==> config.mk <==
export PLATFORM = sky130hd
export DESIGN_NAME = ec_host_port
export DESIGN_NICKNAME = d
export VERILOG_FILES = /design/src/rtl/ec_pkg.sv /design/src/rtl/ec_regfile.sv /design/src/rtl/ec_seq.sv /design/src/rtl/ec_status.sv /design/src/rtl/ec_host_port.sv
export SDC_FILE = /design/constraint.sdc
export NUM_CORES = 2
export LEC_CHECK = 0
export BUFFER_PORTS_ARGS = -buffer_cell sky130_fd_sc_hd__buf_4
export CORE_MARGIN = 2
export CORE_UTILIZATION = 48
export CTS_BUF_LIST = sky130_fd_sc_hd__clkbuf_4
export CTS_CLUSTER_DIAMETER = 50
export DETAILED_ROUTE_END_ITERATION = 10
export SETUP_SLACK_MARGIN = 0.15
export SYNTH_ARGS = -nofsm -noshare
export SYNTH_HDL_FRONTEND = slang
export SYNTH_SLANG_ARGS = --single-unit
==> constraint.sdc <==
create_clock -name clk -period 9.9 [get_ports clk]
set_input_delay 0.495 -clock clk [delete_from_list [all_inputs] [get_ports clk]]
set_output_delay 0.495 -clock clk [all_outputs]
set_load 0.01 [all_outputs]
==> src/rtl/ec_pkg.sv <==
package ec_pkg;
    localparam logic [7:0] CMD_RD_REG  = 8'h80;
    localparam logic [7:0] CMD_WR_REG  = 8'h81;
    localparam logic [7:0] CMD_BURST_E = 8'h82;
    localparam logic [7:0] CMD_BURST_D = 8'h83;
    localparam logic [7:0] CMD_QUERY   = 8'h84;

    typedef enum logic [2:0] {
        S_IDLE     = 3'd0,
        S_RD_ADDR  = 3'd1,
        S_RD_FETCH = 3'd2,
        S_WR_ADDR  = 3'd3,
        S_WR_DATA  = 3'd4
    } seq_state_e;
endpackage

==> src/rtl/ec_regfile.sv <==
module ec_regfile #(
    parameter int AW = 8,
    parameter int DW = 8
) (
    input  logic          clk,
    input  logic          we,
    input  logic [AW-1:0] waddr,
    input  logic [DW-1:0] wdata,
    input  logic          re,
    input  logic [AW-1:0] raddr,
    output logic [DW-1:0] rdata
);
    localparam int DEPTH = 1 << AW;

    logic [DW-1:0] mem [DEPTH];

    // Registered read port: data appears one clock after re.
    always_ff @(posedge clk) begin
        if (we) mem[waddr] <= wdata;
        if (re) rdata <= mem[raddr];
    end
endmodule

==> src/rtl/ec_seq.sv <==
module ec_seq
    import ec_pkg::*;
#(
    parameter int          AW        = 8,
    parameter int          DW        = 8,
    parameter logic [DW-1:0] BURST_ACK = 8'h90
) (
    input  logic          clk,
    input  logic          rst_n,
    input  logic          ibf,
    input  logic          in_cmd,
    input  logic [DW-1:0] in_byte,
    input  logic [DW-1:0] rd_byte,
    input  logic          sci_pend,
    input  logic [DW-1:0] evt_num,
    output logic          consume,
    output logic          busy,
    output logic          obf_set,
    output logic [DW-1:0] out_byte,
    output logic          out_is_query,
    output logic          burst_on,
    output logic          burst_off,
    output logic          mem_we,
    output logic          mem_re,
    output logic [AW-1:0] mem_addr,
    output logic [DW-1:0] mem_wdata
);
    seq_state_e    state_q, state_d;
    logic [AW-1:0] addr_q, addr_d;

    // State register process
    always_ff @(posedge clk) begin
        if (!rst_n) begin
            state_q <= S_IDLE;
            addr_q  <= '0;
        end else begin
            state_q <= state_d;
            addr_q  <= addr_d;
        end
    end

    assign busy    = (state_q == S_RD_FETCH);
    assign consume = ibf && !busy;

    // Next-state and output process
    always_comb begin
        state_d      = state_q;
        addr_d       = addr_q;
        obf_set      = 1'b0;
        out_byte     = '0;
        out_is_query = 1'b0;
        burst_on     = 1'b0;
        burst_off    = 1'b0;
        mem_we       = 1'b0;
        mem_re       = 1'b0;
        mem_addr     = addr_q;
        mem_wdata    = in_byte;
        if (consume && in_cmd) begin
            unique case (in_byte)
                CMD_RD_REG:  state_d = S_RD_ADDR;
                CMD_WR_REG:  state_d = S_WR_ADDR;
                CMD_BURST_E: begin
                    state_d  = S_IDLE;
                    burst_on = 1'b1;
                    obf_set  = 1'b1;
                    out_byte = BURST_ACK;
                end
                CMD_BURST_D: begin
                    state_d   = S_IDLE;
                    burst_off = 1'b1;
                end
                CMD_QUERY: begin
                    state_d      = S_IDLE;
                    obf_set      = 1'b1;
                    out_is_query = 1'b1;
                    out_byte     = sci_pend ? evt_num : '0;
                end
                default: state_d = S_IDLE;
            endcase
        end else if (consume) begin
            unique case (state_q)
                S_RD_ADDR: begin
                    mem_re   = 1'b1;
                    mem_addr = in_byte[AW-1:0];
                    state_d  = S_RD_FETCH;
                end
                S_WR_ADDR: begin
                    addr_d  = in_byte[AW-1:0];
                    state_d = S_WR_DATA;
                end
                S_WR_DATA: begin
                    mem_we  = 1'b1;
                    state_d = S_IDLE;
                end
                default: state_d = S_IDLE;
            endcase
        end else if (busy) begin
            obf_set  = 1'b1;
            out_byte = rd_byte;
            state_d  = S_IDLE;
        end
    end
endmodule

==> src/rtl/ec_status.sv <==
module ec_status #(
    parameter int DW = 8
) (
    input  logic          clk,
    input  logic          rst_n,
    input  logic          host_wr,
    input  logic          host_rd_data,
    input  logic          host_cmd_port,
    input  logic [DW-1:0] host_wdata,
    input  logic          consume,
    input  logic          obf_set,
    input  logic [DW-1:0] out_byte,
    input  logic          out_is_query,
    input  logic          burst_on,
    input  logic          burst_off,
    input  logic          evt_strb,
    input  logic [DW-1:0] evt_code,
    input  logic          smi_req,
    output logic          ibf,
    output logic          obf,
    output logic          in_cmd,
    output logic [DW-1:0] in_byte,
    output logic [DW-1:0] out_q,
    output logic          burst,
    output logic          sci,
    output logic [DW-1:0] evt_num,
    output logic [7:0]    status
);
    logic qry_q, smi_q;

    always_ff @(posedge clk) begin
        if (!rst_n) begin
            ibf     <= 1'b0;
            obf     <= 1'b0;
            in_cmd  <= 1'b0;
            in_byte <= '0;
            out_q   <= '0;
            qry_q   <= 1'b0;
            burst   <= 1'b0;
            sci     <= 1'b0;
            evt_num <= '0;
            smi_q   <= 1'b0;
        end else begin
            if (host_wr) begin
                ibf     <= 1'b1;
                in_byte <= host_wdata;
                in_cmd  <= host_cmd_port;
            end else if (consume) begin
                ibf <= 1'b0;
            end
            if (obf_set) begin
                obf   <= 1'b1;
                out_q <= out_byte;
                qry_q <= out_is_query;
            end else if (host_rd_data) begin
                obf <= 1'b0;
            end
            if (burst_on)       burst <= 1'b1;
            else if (burst_off) burst <= 1'b0;
            if (evt_strb) begin
                sci     <= 1'b1;
                evt_num <= evt_code;
            end else if (host_rd_data && obf && qry_q) begin
                sci <= 1'b0;
            end
            smi_q <= smi_req;
        end
    end

    assign status = {1'b0, smi_q, sci, burst, in_cmd, 1'b0, ibf, obf};
endmodule

==> src/rtl/ec_host_port.sv <==
module ec_host_port #(
    parameter int          AW        = 8,
    parameter int          DW        = 8,
    parameter logic [DW-1:0] BURST_ACK = 8'h90
) (
    input  logic          clk,
    input  logic          rst_n,
    input  logic          host_sel,
    input  logic          host_wr,
    input  logic          host_cmd_port,
    input  logic [DW-1:0] host_wdata,
    output logic [DW-1:0] host_rdata,
    input  logic          evt_strb,
    input  logic [DW-1:0] evt_code,
    input  logic          smi_req
);
    logic          wr_acc, rd_data_acc;
    logic          ibf_w, obf_w, in_cmd_w, burst_w, sci_w;
    logic [DW-1:0] in_byte_w, out_w, evt_num_w, rd_byte_w, ob_byte_w, mem_wdata_w;
    logic [7:0]    status_w;
    logic          consume_w, busy_w, obf_set_w, is_qry_w, bon_w, boff_w;
    logic          mem_we_w, mem_re_w;
    logic [AW-1:0] mem_addr_w;

    assign wr_acc      = host_sel && host_wr;
    assign rd_data_acc = host_sel && !host_wr && !host_cmd_port;

    ec_status #(.DW(DW)) u_status (
        .clk(clk), .rst_n(rst_n),
        .host_wr(wr_acc), .host_rd_data(rd_data_acc),
        .host_cmd_port(host_cmd_port), .host_wdata(host_wdata),
        .consume(consume_w), .obf_set(obf_set_w), .out_byte(ob_byte_w),
        .out_is_query(is_qry_w), .burst_on(bon_w), .burst_off(boff_w),
        .evt_strb(evt_strb), .evt_code(evt_code), .smi_req(smi_req),
        .ibf(ibf_w), .obf(obf_w), .in_cmd(in_cmd_w), .in_byte(in_byte_w),
        .out_q(out_w), .burst(burst_w), .sci(sci_w), .evt_num(evt_num_w),
        .status(status_w)
    );

    ec_seq #(.AW(AW), .DW(DW), .BURST_ACK(BURST_ACK)) u_seq (
        .clk(clk), .rst_n(rst_n),
        .ibf(ibf_w), .in_cmd(in_cmd_w), .in_byte(in_byte_w),
        .rd_byte(rd_byte_w), .sci_pend(sci_w), .evt_num(evt_num_w),
        .consume(consume_w), .busy(busy_w), .obf_set(obf_set_w),
        .out_byte(ob_byte_w), .out_is_query(is_qry_w),
        .burst_on(bon_w), .burst_off(boff_w),
        .mem_we(mem_we_w), .mem_re(mem_re_w), .mem_addr(mem_addr_w),
        .mem_wdata(mem_wdata_w)
    );

    ec_regfile #(.AW(AW), .DW(DW)) u_regs (
        .clk(clk), .we(mem_we_w), .waddr(mem_addr_w), .wdata(mem_wdata_w),
        .re(mem_re_w), .raddr(mem_addr_w), .rdata(rd_byte_w)
    );

    assign host_rdata = host_cmd_port ? status_w : out_w;
endmodule

==> results.cfg <==
[synth]
synth_top_area_share_pct = 73.8
syn_area_sq_um = 83600
syn_inst = 5889
yosys.area.top_type = edfxtp_1
netlist_top_cells_area = edfxtp_1 (74%), o21ai_0 (12%), a41oi_1 (5.7%), clkbuf_1 (2.2%), o41ai_1 (1.3%)
synth_async_sr_flop_share_pct = 0
avgSynthCellArea_sq_um = 14.2
synth_edf_count = 2056
synth_commonest_cells = edfxtp_1 (2056), o21ai_0 (1994), a41oi_1 (544)
syn_nets = 5912
synth-seq-cells = 2098
synthFlopType = edfxtp_1
yosysWarnings = 0
seq_area_frac_synth_pct = 74.8
yosysMostFrequentCell = edfxtp_1
yosysUniqueCellTypes = 49

[clock_network]
post_cts_buffers = 0
htree_levels = 6
clk_path_buf_depth = 4
path_clk_slew_ps = 60
numCtsBuffers = 560
tritoncts = done
insertion_delay_ps = 1410
cts-root-buf = clkbuf_4
clock-sinks = 2098

[sta]
rsz0062_at_grt = false
fmax_mhz = 161
max_slew.worst_pin.slew_ps = 1480
maxSlewHeadroom_pct = 0.666
final_hold_viol_count = 0
finalClockSkew_ps = 75.0
setup_tns_ps = 0
setup_viol = 0
slew_viol_final = 0
finalCritPeriodShare_pct = 62.6
period_minus_slack_ps = 6190

[floorplanning]
die_y_um = 421
start_util_pct = 48.2
fp.dieW_um = 421
num_io_pins = 31
die_area_sq_um = 178000
fp-row-count = 153
coreArea_sq_um = 173000

[placement]
portBuffers = 30
hpwl_mm = 135
gp_congestion = 0.833
place_area_sq_um = 85800

[cells_and_area]
drive_gt1_share_pct = 16.1
final_util_pct = 53.7
nNetsFinal = 6123
syn2layout_area_growth_pct = 11.4
nFillCells = 14400
design_area_sq_um = 93200

[global_route]
grt_first_pass_wirelength_mm = 394
antenna_found_initial = 15
groute.usage.overall_pct = 29.6
grt_max_degree = 192
grt_pass1_vias = 56600
grt_overflow = 0

[worst_setup_path]
ff2ff_setup_slack_ps = 3710
worstPathRequired_ps = 11000
cp_max_fo = 40
critPathLaunchType = flop
arrival_ps = 7290
worstSetupPathType = reg2reg
cp-end-kind = flop

[route]
viasPerCell = 6.73
ant_nets = 0
route.detailed.drc = 0
firstDrtPassIters = 8
vias = 59200
drt_iter0_drc = 8413
routed_wl_mm = 271
wire_per_inst_um = 30.8

[power_and_ir_drop]
p_leak_nw = 27.2
vdd_ir_drop_max_v = 0.000121
power.total_w = 0.0172
powerDensity_nw_per_um2 = 185

[status]
violations = capacitance limit
status = finished, violations left

[min_path]
hold_path.class = in2reg

[run]
drv_cap = 2
layout by cell type (no fill, tap or decap), types with 11 or more instances in the layout:
cell type	instances
a41oi_1	544
clkbuf_4	798
nor2b_1	30
o21ai_0	1994
nand2b_1	11
edfxtp_1	2056
buf_4	134
clkinv_1	92
dlygate4sd3_1	82
a21oi_1	11
o41ai_1	118
diode_2	12
buf_12	22
mux2i_1	16
dfxtp_1	34
inv_2	16
nor2_1	267
o21ai_1	57
or3_2	16
nand2_1	41
cell families (layout without fill, tap and decap cells):
group,count (synthesis),in the layout,synth area share [%]
compound gates,2775,2775,19.8
buf+inv,594,1158,2.91
mux,22,22,0.272
xor+xnor,1,1,0.0105
flops,2098,2098,74.8
other cells,0,12,0
simple gates,399,399,2.13
state kept, by name, summed over array words and instances (netlist names):
| signal | count |
|---|---|
| u_regs.mem | 2048 |
| u_regs.rdata | 8 |
| u_seq.addr_q | 8 |
| u_status.evt_num | 8 |
| u_status.in_byte | 8 |
| u_status.out_q | 8 |
| u_seq.state_q | 3 |
| u_status.burst | 1 |
| u_status.ibf | 1 |
| u_status.in_cmd | 1 |
| u_status.obf | 1 |
| u_status.qry_q | 1 |
| u_status.sci | 1 |
| u_status.smi_q | 1 |
power breakdown:
group / internal [W] / switching [W] / leakage (nW) / total [W]
Sequential: 0.00972 / 0.0000236 / 19.3 / 0.00975
Clock: 0.00378 / 0.00353 / 3.96 / 0.00731
Combinational: 0.0000394 / 0.000126 / 3.90 / 0.000166
layer usage:
| metal | GRT usage (%) | up-vias | share of wire (%) |
|---|---|---|---|
| met1 | 42.0 | 29900 | 39 |
| met2 | 43.7 | 4246 | 45 |
| li1 | - | 24400 | - |
| met4 | 11.4 | 16 | 3.4 |
| met3 | 8.24 | 598 | 12 |
| met5 | 0 | - | 0.041 |
cell type report:
class	instances	area [sq um]	area share (%)
clock buffer	798	5990	6.43
tap	2325	2910	3.12
timing repair buffer	238	2270	2.43
clock inverter	117	552	0.592
sequential	2098	62600	67.2
multi-input combinational	3197	18800	20.2
inverter	5	18.8	0.0201
antenna	12	30.0	0.0322
metrics by stage:
| step | setup WS, ps | hold slack, ps | cells |
|---|---|---|---|
| detailed placement | 3640 | 475 | 7781 |
| global route | 3500 | 111 | 8781 |
| global placement | 3680 | 470 | 7781 |
| CTS | 3610 | 24.5 | 8778 |
| finish | 3710 | 143 | 8790 |
| floorplan | 3690 | 453 | 5889 |
worst paths after layout:
path                       startpoint            endpoint  depth (start not counted)
hold reg to reg   u_status.in_byte[5]  u_regs.mem[116][5]                          0
hold / removal                  rst_n    u_seq.state_q[2]                          3
setup reg to reg         u_status.ibf     u_regs.rdata[6]                         10
setup / recovery         u_status.ibf     u_regs.rdata[6]                         10
timing repair:
| action | in CTS | in global routing |
|---|---|---|
| setup endpoints to repair | 0 | 0 |
| hold endpoints to repair | 42 | 0 |
| hold buffers | 82 | 0 |
| resized for setup | 0 | 0 |
critical path, cell delays in order (launching register included):
cell	delay (ps)
dfxtp_1	390
and3b_1	450
nand2_4	310
inv_2	330
a31oi_4	590
buf_4	650
buf_4	710
a41oi_1	150
o41ai_1	1000
a41oi_1	610
or4_1	680
(Power assumes the default switching activity.)
